File: src/rtl/mdio_pkg.sv
package mdio_pkg;
  localparam int WORD_W   = 32;
  localparam int PREAMBLE = 32;
  localparam int FRAME_BITS = PREAMBLE + WORD_W;
  localparam int DATA_W   = 16;
  localparam int TA_POS   = PREAMBLE + 14;
  localparam int DATA_POS = PREAMBLE + (WORD_W - DATA_W);

  localparam logic [1:0] ST_OK = 2'b01;
  localparam logic [1:0] OP_WR = 2'b01;
  localparam logic [1:0] OP_RD = 2'b10;
  localparam logic [1:0] TA_OK = 2'b10;

  typedef struct packed {
    logic [1:0]        st;
    logic [1:0]        op;
    logic [4:0]        phy;
    logic [4:0]        rega;
    logic [1:0]        ta;
    logic [DATA_W-1:0] data;
  } mgmt_word_t;

  function automatic logic word_ok(mgmt_word_t w);
    return (w.st == ST_OK) && (w.ta == TA_OK) && ((w.op == OP_WR) || (w.op == OP_RD));
  endfunction
endpackage

File: src/rtl/mdio_clk_div.sv
module mdio_clk_div #(
  parameter int BASE_DIV = 8,
  parameter int SEL_W    = 2
) (
  input  logic             clk,
  input  logic             rst,
  input  logic             run,
  input  logic [SEL_W-1:0] sel,
  output logic             mdc,
  output logic             rise_tick,
  output logic             fall_tick
);
  localparam int MAX_HALF = (BASE_DIV / 2) << ((1 << SEL_W) - 1);
  localparam int CW = (MAX_HALF > 1) ? $clog2(MAX_HALF) : 1;

  logic [SEL_W-1:0] sel_q;
  logic [CW-1:0]    cnt;
  logic [CW-1:0]    last;
  logic             tick;

  assign last      = CW'(((BASE_DIV / 2) << sel_q) - 1);
  assign tick      = run && (cnt == last);
  assign rise_tick = tick && !mdc;
  assign fall_tick = tick && mdc;

  always_ff @(posedge clk) begin
    if (rst) begin
      cnt   <= '0;
      mdc   <= 1'b0;
      sel_q <= '0;
    end else if (!run) begin
      cnt   <= '0;
      mdc   <= 1'b0;
      sel_q <= sel;
    end else if (tick) begin
      cnt <= '0;
      mdc <= ~mdc;
    end else begin
      cnt <= cnt + CW'(1);
    end
  end

  // a half period always lasts longer than one clock
  assert_mdc_min_half_R5: assert property (@(posedge clk) disable iff (rst)
    !$stable(mdc) |=> $stable(mdc));

  // the ratio is frozen while a frame runs
  assert_sel_frozen_R5: assert property (@(posedge clk) disable iff (rst)
    (run && $past(run)) |-> $stable(sel_q));
endmodule

File: src/rtl/mdio_in_sync.sv
module mdio_in_sync #(
  parameter int STAGES = 2
) (
  input  logic clk,
  input  logic rst,
  input  logic din,
  output logic dout
);
  logic [STAGES-1:0] sr;

  generate
    if (STAGES == 1) begin : g_one
      always_ff @(posedge clk) begin
        if (rst) sr <= '0;
        else     sr <= din;
      end
    end else begin : g_chain
      always_ff @(posedge clk) begin
        if (rst) sr <= '0;
        else     sr <= {sr[STAGES-2:0], din};
      end
    end
  endgenerate

  assign dout = sr[STAGES-1];
endmodule

File: src/rtl/mdio_frame_engine.sv
module mdio_frame_engine
  import mdio_pkg::*;
(
  input  logic              clk,
  input  logic              rst,
  input  logic              wr_en,
  input  logic [WORD_W-1:0] wr_data,
  input  logic              port_en,
  input  logic              rise_tick,
  input  logic              fall_tick,
  input  logic              din,
  output logic [WORD_W-1:0] word,
  output logic              busy,
  output logic              mdio_o,
  output logic              mdio_oe
);
  localparam int IDX_W = $clog2(FRAME_BITS);
  localparam logic [IDX_W-1:0] TA_IDX   = IDX_W'(TA_POS);
  localparam logic [IDX_W-1:0] DATA_IDX = IDX_W'(DATA_POS);
  localparam logic [IDX_W-1:0] LAST_IDX = IDX_W'(FRAME_BITS - 1);
  localparam logic [IDX_W-1:0] PRE_IDX  = IDX_W'(PREAMBLE);

  mgmt_word_t       word_q;
  logic [IDX_W-1:0] idx;
  logic [IDX_W-1:0] nxt;
  logic             is_read;
  logic             accept;
  logic             launch;
  mgmt_word_t       wr_word;

  function automatic logic bit_at(logic [IDX_W-1:0] i, logic [WORD_W-1:0] w);
    logic [$clog2(WORD_W)-1:0] pos;
    if (i < PRE_IDX) return 1'b1;
    pos = $clog2(WORD_W)'(WORD_W - 1 - (int'(i) - PREAMBLE));
    return w[pos];
  endfunction

  assign wr_word = mgmt_word_t'(wr_data);
  assign accept  = wr_en && !busy;
  assign launch  = accept && port_en && word_ok(wr_word);
  assign nxt     = idx + IDX_W'(1);

  always_ff @(posedge clk) begin
    if (rst) begin
      word_q  <= '0;
      idx     <= '0;
      busy    <= 1'b0;
      is_read <= 1'b0;
      mdio_o  <= 1'b0;
      mdio_oe <= 1'b0;
    end else if (accept) begin
      word_q <= wr_word;
      if (launch) begin
        busy    <= 1'b1;
        idx     <= '0;
        is_read <= (wr_word.op == OP_RD);
        mdio_o  <= 1'b1;
        mdio_oe <= 1'b1;
      end
    end else if (busy) begin
      if (rise_tick && is_read && (idx >= DATA_IDX))
        word_q.data <= {word_q.data[DATA_W-2:0], din};
      if (fall_tick) begin
        if (idx == LAST_IDX) begin
          busy    <= 1'b0;
          mdio_o  <= 1'b0;
          mdio_oe <= 1'b0;
        end else begin
          idx <= nxt;
          if (is_read && (nxt >= TA_IDX)) begin
            mdio_o  <= 1'b0;
            mdio_oe <= 1'b0;
          end else begin
            mdio_o  <= bit_at(nxt, word_q);
            mdio_oe <= 1'b1;
          end
        end
      end
    end
  end

  assign word = word_q;

  // a write during a frame leaves the word alone (outside capture edges)
  assert_busy_write_ignored_R10: assert property (@(posedge clk) disable iff (rst)
    (busy && wr_en && !rise_tick) |=> $stable(word_q));

  // no frame starts without the port enable
  assert_launch_needs_enable_R3: assert property (@(posedge clk) disable iff (rst)
    $rose(busy) |-> $past(port_en));

  // the driver is only switched on at the start of a frame
  assert_oe_rises_at_start_R7: assert property (@(posedge clk) disable iff (rst)
    $rose(mdio_oe) |-> $rose(busy));

  // the upper fields never change while a frame runs
  assert_upper_fields_kept_R8: assert property (@(posedge clk) disable iff (rst)
    (busy && $past(busy)) |-> $stable(word_q[WORD_W-1:DATA_W]));
endmodule

File: src/rtl/mdio_frame_ctrl.sv
module mdio_frame_ctrl #(
  parameter int BASE_DIV    = 8,
  parameter int SEL_W       = 2,
  parameter int SYNC_STAGES = 2
) (
  input  logic             clk,
  input  logic             rst,
  input  logic             wr_en,
  input  logic [31:0]      wr_data,
  output logic [31:0]      rd_data,
  input  logic             port_en,
  input  logic [SEL_W-1:0] div_sel,
  output logic             idle,
  output logic             mdc,
  output logic             mdio_o,
  output logic             mdio_oe,
  input  logic             mdio_i
);
  logic busy;
  logic rise_tick;
  logic fall_tick;
  logic din_s;

  mdio_clk_div #(.BASE_DIV(BASE_DIV), .SEL_W(SEL_W)) u_div (
    .clk(clk), .rst(rst), .run(busy), .sel(div_sel),
    .mdc(mdc), .rise_tick(rise_tick), .fall_tick(fall_tick)
  );

  mdio_in_sync #(.STAGES(SYNC_STAGES)) u_sync (
    .clk(clk), .rst(rst), .din(mdio_i), .dout(din_s)
  );

  mdio_frame_engine u_eng (
    .clk(clk), .rst(rst), .wr_en(wr_en), .wr_data(wr_data), .port_en(port_en),
    .rise_tick(rise_tick), .fall_tick(fall_tick), .din(din_s),
    .word(rd_data), .busy(busy), .mdio_o(mdio_o), .mdio_oe(mdio_oe)
  );

  assign idle = ~busy;

  // no clock and no driver while idle
  assert_idle_quiet_R9: assert property (@(posedge clk) disable iff (rst)
    idle |-> (!mdc && !mdio_oe));

  // data changes only with the falling MDC edge
  assert_bit_change_on_fall_R6: assert property (@(posedge clk) disable iff (rst)
    (!idle && !$past(idle) && !$stable(mdio_o)) |-> $fell(mdc));
endmodule

File: config.mk
export PLATFORM = sky130hd
export DESIGN_NAME = mdio_frame_ctrl
export DESIGN_NICKNAME = d
export VERILOG_FILES = /design/src/rtl/mdio_pkg.sv /design/src/rtl/mdio_clk_div.sv /design/src/rtl/mdio_in_sync.sv /design/src/rtl/mdio_frame_engine.sv /design/src/rtl/mdio_frame_ctrl.sv
export SDC_FILE = /design/constraint.sdc
export NUM_CORES = 1
export LEC_CHECK = 0
export CAP_MARGIN = 15
export CORE_MARGIN = 8
export CORE_UTILIZATION = 51
export DETAILED_ROUTE_END_ITERATION = 16
export PLACE_DENSITY = 0.95
export RECOVER_POWER = 25
export SYNTH_ARGS = -nofsm -noshare
export SYNTH_HDL_FRONTEND = slang
export SYNTH_SLANG_ARGS = --single-unit
export TNS_END_PERCENT = 5
File: constraint.sdc
create_clock -name clk -period 4.3 [get_ports clk]
set_input_delay 0.86 -clock clk [delete_from_list [all_inputs] [get_ports clk]]
set_output_delay 0.86 -clock clk [all_outputs]
set_load 0.05 [all_outputs]
-- Word-level counts from Yosys, hierarchy flattened
Cells that the tools add are included.
- register bits after elaboration: 52
- logic and storage cells: 92
- $add $sub $neg: 5
- magnitude comparators: 4
- eq/ne operators: 8
- shifts and indexed selects: 1
- mux-type cells: 34
- bitwise operators: 2
- reductions and logical operators: 23
- operator list (operator ; number):
    16-bit two-way mux ; 3
    6-bit two-way mux ; 5
    1-bit two-way mux ; 25
    6-bit greater-or-equal comparator, second input constant ; 2
    1-bit logical AND ; 11
    6-bit by 1-bit adder with 6-bit output, second input constant ; 1
    6-bit == test, second input constant ; 1
    5-bit by 6-bit < comparator with 1-bit output, second input constant ; 1
    6-bit < comparator, second input constant ; 1
    2-bit nonzero test ; 3
    5-bit by 1-bit adder with 5-bit output, second input constant ; 1
    1-bit binary-select mux with 5-bit select ; 1
    5-bit == test ; 1
    3-bit by 2-bit left shift with 5-bit output, first input constant ; 1
    1-bit by 5-bit subtractor with 5-bit output, first input constant ; 1
    5-bit by 1-bit subtractor with 5-bit output, second input constant ; 1
    5-bit by 2-bit subtractor with 5-bit output, second input constant ; 1
    2-bit by 1-bit == test with 1-bit output, second input constant ; 2
    2-bit == test, second input constant ; 2
    2-bit AND reduction ; 2
    4-bit AND reduction ; 1
    3-bit AND reduction ; 1
    3-bit OR reduction ; 1
    1-bit logical NOT ; 2
    5 further kinds ; 6

-- Logic depth before layout (Yosys ltp)
- word-level depth: 15
- mapped depth: 9
- depth with buffers taken out: 7

-- Cells and area by module
A second synthesis with hierarchy kept.
- cell total of the unflattened synthesis: 274
- area, all modules: 2452.4 um^2
- modules (own cells, without submodules) (module ; times used ; cells an instance ; area each (um^2) ; seq. area each (um^2)):
    mdio_frame_engine ; 1 ; 227 ; 2003.2 ; 840.8
    mdio_clk_div ; 1 ; 42 ; 392.9 ; 160.2
    mdio_in_sync ; 1 ; 4 ; 52.6 ; 40.0
    mdio_frame_ctrl ; 1 ; 1 ; 3.8 ; 0.0

-- Worst setup path before layout
OpenSTA, ideal clock, no wires.
- kind: reg-to-reg
- from: register u_eng.idx[0]
- to: register u_eng.mdio_o
- data arrival time: 2075 ps
- setup slack: 2106 ps
- cell stages (with the launch flop): 9
- path buffers: 1
- period minus slack after synthesis: 2194 ps
- cell sequence: dfxtp_1 ha_1 buf_1 mux4_2 mux2i_1 nand2_1 o211a_1 a32oi_1 nand2_1
- longest elaborated chain between the ends: 15
- elaborated cells between the ends (all ways): 22
- RTL lines (what ; line ; source):
    from (decl) ; mdio_frame_engine.sv:24 ; logic [IDX_W-1:0] idx;
    from (signal assigned) ; mdio_frame_engine.sv:69 ; idx <= nxt;
    parallel branches: the longest is 11 deep, another holds 6-bit by 1-bit adder with 6-bit output ; n/a ;
    1-bit two-way mux (*) ; mdio_frame_engine.sv:64 ; if (idx == LAST_IDX) begin
    1-bit two-way mux (*) ; mdio_frame_engine.sv:63 ; if (fall_tick) begin
    1-bit two-way mux (*) ; mdio_frame_engine.sv:60 ; end else if (busy) begin
    1-bit two-way mux (*) ; mdio_frame_engine.sv:51 ; end else if (accept) begin
    to (signal assigned) ; mdio_frame_engine.sv:74 ; mdio_o <= bit_at(nxt, word_q);
    to (decl) ; mdio_frame_engine.sv:14 ; output logic mdio_o,
Every way passes the cells marked *. The select of a mux whose other input is x is not followed.
A chain may end at the register's enable or synchronous reset.

-- Final worst setup path
- from: input port rst
- to: register u_eng.busy
- RTL lines (what ; line ; source):
    from (decl) ; mdio_frame_ctrl.sv:7 ; input logic rst,
    to (signal assigned) ; mdio_frame_engine.sv:47 ; busy <= 1'b0;
    to (signal assigned) ; mdio_frame_engine.sv:54 ; busy <= 1'b1;
    to (signal assigned) ; mdio_frame_engine.sv:65 ; busy <= 1'b0;
    to (decl) ; mdio_frame_engine.sv:13 ; output logic busy,
No word-level cell between the ends.

==> impl_metrics.xml <==
<?xml version="1.0" encoding="UTF-8"?>
<metrics>
  <group name="power">
    <metric name="vdd_ir_drop_max" unit="mV">0.207</metric>
    <metric name="part_of_the_total_power_dissipated_in_sequential_elements" unit="%">45.9</metric>
    <metric name="p_int" unit="W">0.000827</metric>
    <metric name="swShare" unit="%">27.5</metric>
    <metric name="power_leakage" unit="nW">1.36</metric>
    <metric name="power_frac_clock" unit="%">35.7</metric>
    <metric name="combinationalPowerShare" unit="%">18.4</metric>
    <metric name="power_density" unit="nW/um^2">329</metric>
    <metric name="net-switching-power" unit="W">0.000313</metric>
  </group>
  <group name="global_route">
    <metric name="grt_start_max_net_pins" unit="">27</metric>
    <metric name="total_grt_overflow" unit="">0</metric>
    <metric name="number_of_global_route_vias_before_repair" unit="">2462</metric>
    <metric name="track_usage" unit="%">19.0</metric>
    <metric name="grt_pass1_wl" unit="mm">11.7</metric>
    <metric name="antenna_found_initial" unit="">0</metric>
  </group>
  <group name="floorplanning">
    <metric name="die-height" unit="um">88.2</metric>
    <metric name="floorplan.core_area" unit="um^2">5070</metric>
    <metric name="start_util" unit="%">52.4</metric>
    <metric name="placementRows" unit="">26</metric>
    <metric name="boundaryPins" unit="">75</metric>
    <metric name="design.die.area" unit="um^2">7780</metric>
    <metric name="floorplan.die.width" unit="um">88.2</metric>
  </group>
  <group name="cts">
    <metric name="clk_latency" unit="ns">0.31</metric>
    <metric name="clock_tree.htree_level_count" unit="">2</metric>
    <metric name="clk_path_buf_depth" unit="">2</metric>
    <metric name="clk_transition_reported_paths" unit="ns">0.09</metric>
    <metric name="cts_tree" unit="">done</metric>
    <metric name="cts_num_sinks" unit="">52</metric>
    <metric name="tritoncts.num_buffers" unit="">5</metric>
    <metric name="clock_tree_root_driver_cell" unit="">sky130_fd_sc_hd__clkbuf_8</metric>
    <metric name="cts.repair.resized" unit="">0</metric>
    <metric name="holdBufCountCts" unit="">0</metric>
    <metric name="cts_setup_buffers" unit="">0</metric>
  </group>
  <group name="sta">
    <metric name="finalHoldViolations" unit="">0</metric>
    <metric name="final.period_utilization" unit="%">67.5</metric>
    <metric name="max_clock_freq" unit="MHz">344</metric>
    <metric name="worstMarginPinSlew" unit="ns">1.11</metric>
    <metric name="timing.clock.skew" unit="ns">0.00954</metric>
    <metric name="min_period" unit="ns">2.90</metric>
    <metric name="drv_slew" unit="">0</metric>
    <metric name="fin_setup_tns" unit="ns">0</metric>
    <metric name="worst_case_headroom_to_the_max_slew_limit" unit="%">25.9</metric>
    <metric name="fin_hold_ws" unit="ns">0.458</metric>
    <metric name="timing.final.ws_setup" unit="ns">1.40</metric>
    <metric name="final_report_setup_violation_count" unit="">0</metric>
    <metric name="rsz0062_at_grt" unit="">false</metric>
  </group>
  <group name="flow_run">
    <metric name="drv.max_cap_violation_count" unit="">0</metric>
  </group>
  <group name="yosys">
    <metric name="post_synth_inst_count" unit="">293</metric>
    <metric name="syn-cell-area" unit="um^2">2660</metric>
    <metric name="yosys_warnings" unit="">0</metric>
    <metric name="seq_area_frac_synth" unit="%">39.2</metric>
    <metric name="post_synth_num_cell_types" unit="">43</metric>
    <metric name="mappedNetlistNets" unit="">335</metric>
    <metric name="synth_ff_type" unit="">sky130_fd_sc_hd__dfxtp_1</metric>
    <metric name="async_reset_ff_share" unit="%">0</metric>
    <metric name="synth.ff_latch_count" unit="">52</metric>
    <metric name="synth_edf_count" unit="">0</metric>
    <metric name="syn_avg_cell_area" unit="um^2">9.07</metric>
  </group>
  <group name="place">
    <metric name="post_placement_setup_slack" unit="ns">1.45</metric>
    <metric name="post-dp-hpwl" unit="mm">4.98</metric>
    <metric name="io_buffers" unit="">74</metric>
    <metric name="post_dp_cell_area" unit="um^2">3330</metric>
    <metric name="replace_congestion" unit="">0.898</metric>
  </group>
  <group name="route">
    <metric name="antenna_violating_nets_post_route" unit="">0</metric>
    <metric name="drt_drc_violations_left" unit="">0</metric>
    <metric name="dr.first_iter.drc_count" unit="">167</metric>
    <metric name="dr_total_vias" unit="">2401</metric>
    <metric name="post_drt_via_cell_ratio" unit="">5.64</metric>
    <metric name="routed_wirelength" unit="mm">7.09</metric>
    <metric name="drtPass1Iterations" unit="">5</metric>
    <metric name="detail_route.wl_per_cell" unit="um">16.7</metric>
  </group>
  <group name="status">
    <metric name="run_status" unit="">complete, no violations</metric>
  </group>
  <group name="critical_path">
    <metric name="r2r_start" unit="">u_eng.idx[0]</metric>
    <metric name="crit_slowest_cell" unit="">sky130_fd_sc_hd__dlygate4sd3_1</metric>
    <metric name="critPathCaptureType" unit="">flop</metric>
    <metric name="arrival" unit="ns">3.05</metric>
    <metric name="cp_slowest_stage_delay" unit="ns">1.17</metric>
    <metric name="worst-setup-path-type" unit="">input pin to flop</metric>
    <metric name="startpoint_type" unit="">input pin</metric>
    <metric name="timing.critical_path.buf_inv" unit="">2</metric>
    <metric name="crit_fanout" unit="">26</metric>
    <metric name="crit_path_start" unit="">rst</metric>
    <metric name="worst_path_dominant_cell_family" unit="">buffers and inverters</metric>
    <metric name="path_cells" unit="">dlygate4sd3_1, clkbuf_1, a21oi_1</metric>
    <metric name="critical_path_required" unit="ns">4.44</metric>
  </group>
  <group name="finish">
    <metric name="area_growth" unit="%">30.2</metric>
    <metric name="most_frequent_cells_in_the_layout" unit="">sky130_fd_sc_hd__clkdlybuf4s50_1, sky130_fd_sc_hd__dfxtp_1, sky130_fd_sc_hd__nand2_1</metric>
    <metric name="fill_cells" unit="">407</metric>
    <metric name="final_area" unit="um^2">3460</metric>
    <metric name="drive_above_1_share" unit="%">6.46</metric>
    <metric name="n_antenna_cell" unit="">0</metric>
    <metric name="layout.cells.most_common" unit="">sky130_fd_sc_hd__clkdlybuf4s50_1</metric>
    <metric name="final_net_count" unit="">397</metric>
  </group>
  <group name="hold_path">
    <metric name="worstHoldPathType" unit="">flop to flop</metric>
    <metric name="holdCritStartpoint" unit="">u_div.cnt[0]</metric>
  </group>
</metrics>
## flip-flops by register name, summed over array words and instances, names as in the netlist
name and count:
u_sync.sr 2, u_div.cnt 5, u_eng.mdio_oe 1, u_div.sel_q 2, u_eng.is_read 1, u_div.mdc 1
u_eng.busy 1, u_eng.word 32, u_eng.idx 6, u_eng.mdio_o 1
## layout make-up
class	instances	area (um^2)	share of cell area, %
clock buffers	5	68.8	1.99
clock inverters	3	68.8	1.99
inverters	4	15.0	0.434
multi-input cells	215	1420	41.0
flip-flops and latches	52	1040	30.1
well taps	70	87.6	2.53
repair buffers	77	759	22.0
## cell families after synthesis
kind of cell	count (synthesis)	synth area share (%)
mux	32	15.9
simple gates	110	18.7
xor+xnor	9	2.97
flops	52	39.2
compound gates	61	14.5
fa+ha+maj	3	1.41
buf+inv	26	7.44
## Yosys cell counts (all sizes together), types with 2 or more instances
cell type   n  area [um^2]
or3         3         18.8
mux2i      23          230
ha          3         37.5
and2        2         12.5
a211oi     16          120
nor2       35          131
nand3b      3         22.5
dfxtp      52         1040
o21ai       7         38.8
xor2        8         70.1
o211ai      4         30.0
nand3       8         40.0
nand2      43          161
buf         4         40.0
nor3        2         10.0
a31oi       3         18.8
clkbuf     16          120
mux4        8          180
inv         4         15.0
a21oi      26          134
nor2b       6         37.5
nand2b      2         12.5
## per-stage QoR
stage / utilization (%) / cells / total power, W
floorplan: - / 293 / 0.000656
global placement: 65.5 / 418 / 0.000739
detailed placement: 65.5 / 418 / 0.000744
CTS: 68.2 / 426 / 0.00114
global route: 68.2 / 426 / 0.00118
finish: 68.2 / 426 / 0.00114
## worst paths after layout
check,cells after the start,slack (ns),to
setup / recovery,3,1.40,u_eng.busy
hold / removal,1,0.46,u_div.cnt[0]
setup reg to reg,6,1.42,u_eng.mdio_o
hold reg to reg,1,0.46,u_div.cnt[0]
## power groups by stage
stage | combinational (W) | clock (W) | sequential, W
finish | 0.000209 | 0.000407 | 0.000524
CTS | 0.000211 | 0.000406 | 0.000523
detailed placement | 0.000210 | 0 | 0.000534
floorplan | 0.0000589 | 0 | 0.000598
global placement | 0.000206 | 0 | 0.000532
global route | 0.000221 | 0.000429 | 0.000527
## layer usage
metal | global-route usage (%) | vias to the layer above | share of wire [%]
met5 | 0 | - | 0
met4 | 6.91 | 0 | 1.7
met3 | 4.32 | 12 | 6.9
met2 | 34.1 | 101 | 52
met1 | 21.1 | 1137 | 39
li1 | - | 1151 | -
Note: power is estimated with default switching activity, not from simulation.
